**config.mk**
```make
export PLATFORM = sky130hd
export DESIGN_NAME = slv_dma_req
export DESIGN_NICKNAME = d
export VERILOG_FILES = /design/src/rtl/slv_dma_req.sv
export SDC_FILE = /design/constraint.sdc
export NUM_CORES = 1
export LEC_CHECK = 0
export ABC_AREA = 1
export BUFFER_PORTS_ARGS = -buffer_cell sky130_fd_sc_hd__buf_2
export CAP_MARGIN = 5
export CORE_ASPECT_RATIO = 0.8
export CORE_MARGIN = 2
export CORE_UTILIZATION = 44
export CTS_CLUSTER_SIZE = 28
export DETAILED_ROUTE_END_ITERATION = 10
export HOLD_SLACK_MARGIN = 0.15
export PLACE_DENSITY = 0.66
export SYNTH_ARGS = -nofsm -noshare
export SYNTH_HDL_FRONTEND = slang
export SYNTH_SLANG_ARGS = --single-unit
```
**constraint.sdc**
```tcl
create_clock -name clk -period 1.7 [get_ports clk]
set_input_delay 0.085 -clock clk [delete_from_list [all_inputs] [get_ports clk]]
set_output_delay 0.085 -clock clk [all_outputs]
set_load 0.1 [all_outputs]
```
**src/rtl/slv_dma_req.sv**
```systemverilog
module slv_dma_req #(
  parameter int PW    = 8,
  parameter int BEATS = 2
) (
  input  logic          clk,
  input  logic          rst_n,
  input  logic          dma_req,
  input  logic          dma_beat,
  input  logic          dma_done,
  input  logic          slv_req,
  input  logic          slv_done,
  input  logic          gnt,
  input  logic [PW-1:0] pause_val,
  output logic          bus_req,
  output logic          slv_qual,
  output logic          drv_en,
  output logic          dma_go,
  output logic          slv_go
);
  localparam int CW = $clog2(BEATS + 1);

  typedef enum logic [2:0] {IDLE, DREQ, DOWN, SREQ, SOWN, RELW} st_t;

  st_t           state, nxt;
  logic [PW-1:0] pause_cnt;
  logic [CW-1:0] beat_cnt;
  logic          dma_rel;

  assign dma_rel = (state == DOWN) &&
                   (dma_done || (slv_req && dma_beat && beat_cnt == CW'(BEATS - 1)));

  always_comb begin
    nxt = state;
    unique case (state)
      IDLE: if (!gnt) begin
              if (slv_req)                          nxt = SREQ;
              else if (dma_req && pause_cnt == '0)  nxt = DREQ;
            end
      DREQ: if (gnt) nxt = DOWN;
      DOWN: if (dma_rel) nxt = RELW;
      SREQ: if (gnt) nxt = SOWN;
      SOWN: if (slv_done) nxt = RELW;
      RELW: if (!gnt) nxt = IDLE;
      default: nxt = IDLE;
    endcase
  end

  always_ff @(posedge clk or negedge rst_n) begin
    if (!rst_n) begin
      state     <= IDLE;
      pause_cnt <= '0;
      beat_cnt  <= '0;
    end else begin
      state <= nxt;
      if (dma_rel)               pause_cnt <= pause_val;
      else if (pause_cnt != '0)  pause_cnt <= pause_cnt - 1'b1;
      if (state != DOWN)             beat_cnt <= '0;
      else if (slv_req && dma_beat)  beat_cnt <= beat_cnt + 1'b1;
    end
  end

  assign bus_req  = (state == DREQ) || (state == DOWN) || (state == SREQ) || (state == SOWN);
  assign slv_qual = (state == SREQ) || (state == SOWN);
  assign dma_go   = (state == DOWN) && gnt;
  assign slv_go   = (state == SOWN) && gnt;
  assign drv_en   = dma_go || slv_go;
endmodule

```
-- Yosys cells after proc, flatten, opt, wreduce, memory -nomap -nowiden
Cells that the tools add are included.
W data, S select, Z words.
- add/sub/neg operators: 2
- multipliers: 0
- divide/modulo/power cells: 0
- order comparisons: 0
- equality and inequality tests: 14
- shift-type cells: 0
- mux-type cells: 13
- bitwise gates (word level): 0
- reductions and logical operators: 18
- operators with widths (kind ; count):
    $mux W3 ; 8
    $pmux W3 S6 ; 1
    $mux W8 ; 2
    $ne A2 B2 Y1 const B ; 6
    $logic_not A8 Y1 ; 1
    $reduce_bool A8 Y1 ; 1
    $sub A8 B1 Y8 const B ; 1
    $reduce_and A7 Y1 ; 1
    $eq A3 B2 Y1 const B ; 2
    $eq A3 B3 Y1 const B ; 2
    $logic_and A1 B1 Y1 ; 6
    $logic_or A1 B1 Y1 ; 6
    $mux W2 ; 2
    $reduce_bool A2 Y1 ; 2
    $eq A3 B1 Y1 const B ; 1
    $logic_not A3 Y1 ; 1
    $ne A3 B2 Y1 const B ; 1
    $ne A3 B3 Y1 const B ; 1
    $add A2 B1 Y2 const B ; 1
    $eq A2 B1 Y1 const B ; 1
- register bits: 13
- bits in latches: 0
- RAM bits: 0
- memory bits (read-only): 0
- output and inout bits: 5
- logic and storage cells: 50
- memories kept: 0

-- Logic depth before layout (Yosys ltp)
- depth in word-level cells: 6
- mapped depth: 11
- mapped depth without buffers: 11

-- Worst setup path before layout
OpenSTA, ideal clock, no wires.
- kind: register to output
- start: reg state[1]
- end: out drv_en
- arrival time: 2.094 ns
- required time: 1.615 ns
- slack: -0.479 ns
- cell stages (with the launch flop): 6
- buffers on the path: 0
- cells stage by stage: dfrtp_1 nor2_1 nand2_1 nand2_1 inv_1 nor2_1
- longest elaborated chain between the ends: 3
- RTL lines (item ; RTL line ; text):
    from (decl) ; 24 ; st_t state, nxt;
    from (signal assigned) ; 54 ; state <= nxt;
    $eq A3 B2 Y1 or $eq A3 B3 Y1 (tied branches) ; 64, 65 ;
    $logic_and A1 B1 Y1 (on tied branches) ; 64, 65 ;
    $logic_or A1 B1 Y1 * ; 66 ; assign drv_en = dma_go || slv_go;
    to (decl) ; 16 ; output logic drv_en,
Mark *: on every way between the ends. The rest lies on a longest branch, timed or not.

-- Final worst setup path
- start: reg state[2]
- end: out dma_go
- longest elaborated chain between the ends: 2
- RTL lines (item ; RTL line ; text):
    $eq A3 B2 Y1 ; 64 ; assign dma_go = (state == DOWN) && gnt;
    $logic_and A1 B1 Y1 ; 64 ;
    to (decl) ; 17 ; output logic dma_go,
No other way between the ends.

==> summary.md <==
| Metric | Value |
|---|---|
| GRT Total Usage | 19.3% |
| Worst-margin pin slew | 484 ps |
| Relative max-transition margin | 68.0% |
| Worst Hold Class | in -> reg |
| Max_cap viols | 0 |
| Cell area after synthesis | 947 µm² |
| Arrival @ worst endpoint | 1520 ps |
| Vias | 900 |
| Area delta synth->final | 31.2% |
| Routed vias/inst | 4.92 |
| Area of the multi-input gates | 529 µm² |
| Initial drt markers | 30 |
| Vias in the first global route | 845 |
| Setup crit end kind | output pin |
| Clock buffer depth | 2 |
| Most common cell after layout, fill and taps aside | nand2_1 |
| Leak Pwr | 0.642 nW |
| Final setup fails | 0 |
| DP HPWL | 1.64 mm |
| Register area | 327 µm² |
| DRT antenna net count | 0 |
| Pwr Density | 1860 nW/µm² |
| Max incr delay on CP | 440 ps |
| CP Launch Type | flop |
| Crit-path cells | inv_2 > nand3_4 > nor2_2 > buf_2 |
| Total of fill cells in the finished design | 177 |
| Overall power | 2.31 mW |
| # rows | 14 |
| DR DRC count | 0 |
| Syn Nets | 145 |
| CTS Buf Count | 3 |
| Max-slew violation count | 0 |
| Status | complete, no violations |
| H-tree levels | 1 |
| Synth Area per Inst | 7.52 µm² |
| I/O Buffers | 20 |
| Crit Path Category | reg -> out |
| Synthesis-stage register bit count | 13 |
| Critical path's slowest cell | dfrtp_1 |
| CTS sink cnt | 13 |
| Final net count | 179 |
| Comb pwr share | 67.4% |
| Crit path required time | 1620 ps |
| Leading area contributor after synthesis | dfrtp_1 |
| Clock skew | 3.89 ps |
| Initial antenna violation count | 0 |
| First-pass GRT wire length | 3.67 mm |
| Mapped Cells | 126 |
| Starting Density | 48.3% |
| Largest net degree at the start of global routing | 14 |
| Synth unique cells | 26 |
| Sequential element share of the synthesized area | 34.3% |
| Inserted Diodes | 0 |
| DR WL/cell | 11.5 µm |
| Reg clk slew, reported paths | 80 ps |
| Crit path max fanout | 7 |
| Placed cells | 170 |
| Core area | 1960 µm² |
| Psw | 1.24 mW |
| RSZ-0062 raised after global routing | no |
| Commonest non-fill, non-tap cells in the layout | 30 x nand2_1, 20 x inv_1, 16 x buf_2 |
| Final hold vios | 0 |
| Die H | 45.5 µm |
| Drt pass-1 iters | 4 |
| Post-CTS setup buffers | 0 |
| Non-filler cells, final | 183 |
| Flop pwr share | 24.4% |
| CTS tree | yes |
| Clock power share | 8.3% |
| Clock latency on the worst-skew pair | 280 ps |
| Die area | 2540 µm² |
| I/O pin cnt | 21 |
| Post-synth top area share | 34.3% |
| CTS root buf | clkbuf_4 |
| Leading post-synthesis cells by cell area | dfrtp_1 34%, nand2_1 12%, inv_1 7.9%, nand3_1 5.8%, ha_1 4.0% |
| Core Util, Final | 63.3% |
| Grt total ovfl | 0 |
| Ratio of cells with drive above 1 in the final layout | 29.6% |
| Gpl congestion | 0.828 |
| Drt total wl | 2.10 mm |
| Final Cycle Share | 94.5% |
| Synthesis Warnings | 0 |
| Net Sw Frac | 53.7% |
| Die W | 55.9 µm |
| Max VDD drop | 0.00164 V |
| Min Tclk post-route | 1610 ps |
| Max Clk Rate | 623 MHz |
| Cell Int Power | 1.07 mW |
==> logic make-up after synthesis <==
logic type               synth area share, %
buffers and inverters                   11.1
adder cells (fa/ha/maj)                 3.96
multiplexers                            1.06
XOR/XNOR                                3.70
AO/OA/AOI/OAI                           10.8
AND/OR/NAND/NOR                         35.0
flip-flops                              34.3
==> area by class of cell <==
| cell class | count | share of cell area (%) |
|---|---|---|
| clock buffers | 4 | 2.11 |
| inverters | 26 | 8.46 |
| multi-input cells | 87 | 42.6 |
| flip-flops and latches | 13 | 26.3 |
| well taps | 24 | 2.42 |
| repair buffers | 29 | 18.1 |
==> registers in the layout, indices dropped and copies added (netlist names) <==
| signal | cells |
|---|---|
| beat_cnt | 2 |
| state | 3 |
| pause_cnt | 8 |
==> critical path, delay by kind of cell, from the launching register on <==
family | cells | cell delay (ps)
buf+inv | 2 | 560
flops | 1 | 440
simple gates | 2 | 230
==> metal layers <==
layer	global-route usage, %	wire (µm)	up-vias
met1	26.4	1040	394
met4	7.14	30	0
met5	0	0	-
met2	29.0	911	27
met3	5.97	125	4
li1	-	-	475
==> metrics by stage <==
stage	setup slack [ps]	TNS, ps	hold WS [ps]	cell area [µm²]
2_1_floorplan	-25.3	-25.3	-211	955
3_3_place_gp	227	0	-8.30	1110
3_5_place_dp	213	0	-11.7	1110
4_1_cts	5.68	0	151	1230
5_1_grt	13.8	0	157	1240
6_report	93.6	0	151	1240
==> power by group through the flow <==
stage	logic, mW	registers [mW]	clock network [mW]
6_report	1.56	0.563	0.191
5_1_grt	1.71	0.584	0.215
4_1_cts	1.55	0.555	0.198
3_5_place_dp	1.53	0.562	0
3_3_place_gp	1.51	0.557	0
2_1_floorplan	1.17	0.537	0
==> cells in the mapped netlist (all sizes together) <==
cell	count
xor2	3
ha	3
dfrtp	13
nor2	11
mux2i	1
nand3	13
nand4	6
o31ai	1
o211ai	3
nand2	34
xnor2	1
inv	26
o21ai	9
a31oi	1
o31a	1
==> worst paths after layout <==
kind	startpoint	end	slack [ps]	cells after the start
worst max-delay path	state[2]$_DFFE_PN0P_	dma_go	90	4
worst min-delay path	dma_beat	beat_cnt[1]$_DFFE_PN0P_	150	3
worst max register to register	pause_cnt[0]$_DFFE_PN0P_	pause_cnt[7]$_DFFE_PN0P_	200	11
worst min register to register	pause_cnt[3]$_DFFE_PN0P_	pause_cnt[3]$_DFFE_PN0P_	520	2
max in group asynchronous	rst_n	state[1]$_DFFE_PN0P_	1240	2
min in group asynchronous	rst_n	pause_cnt[7]$_DFFE_PN0P_	210	2
==> timing repair <==
item | in CTS | in global routing
hold buffers | 9 | 0
endpoints found under the setup margin | 0 | 3
resized for setup | 0 | 5
hold endpoints to repair | 21 | 0
No activity file was read; power rests on OpenSTA's default activity.
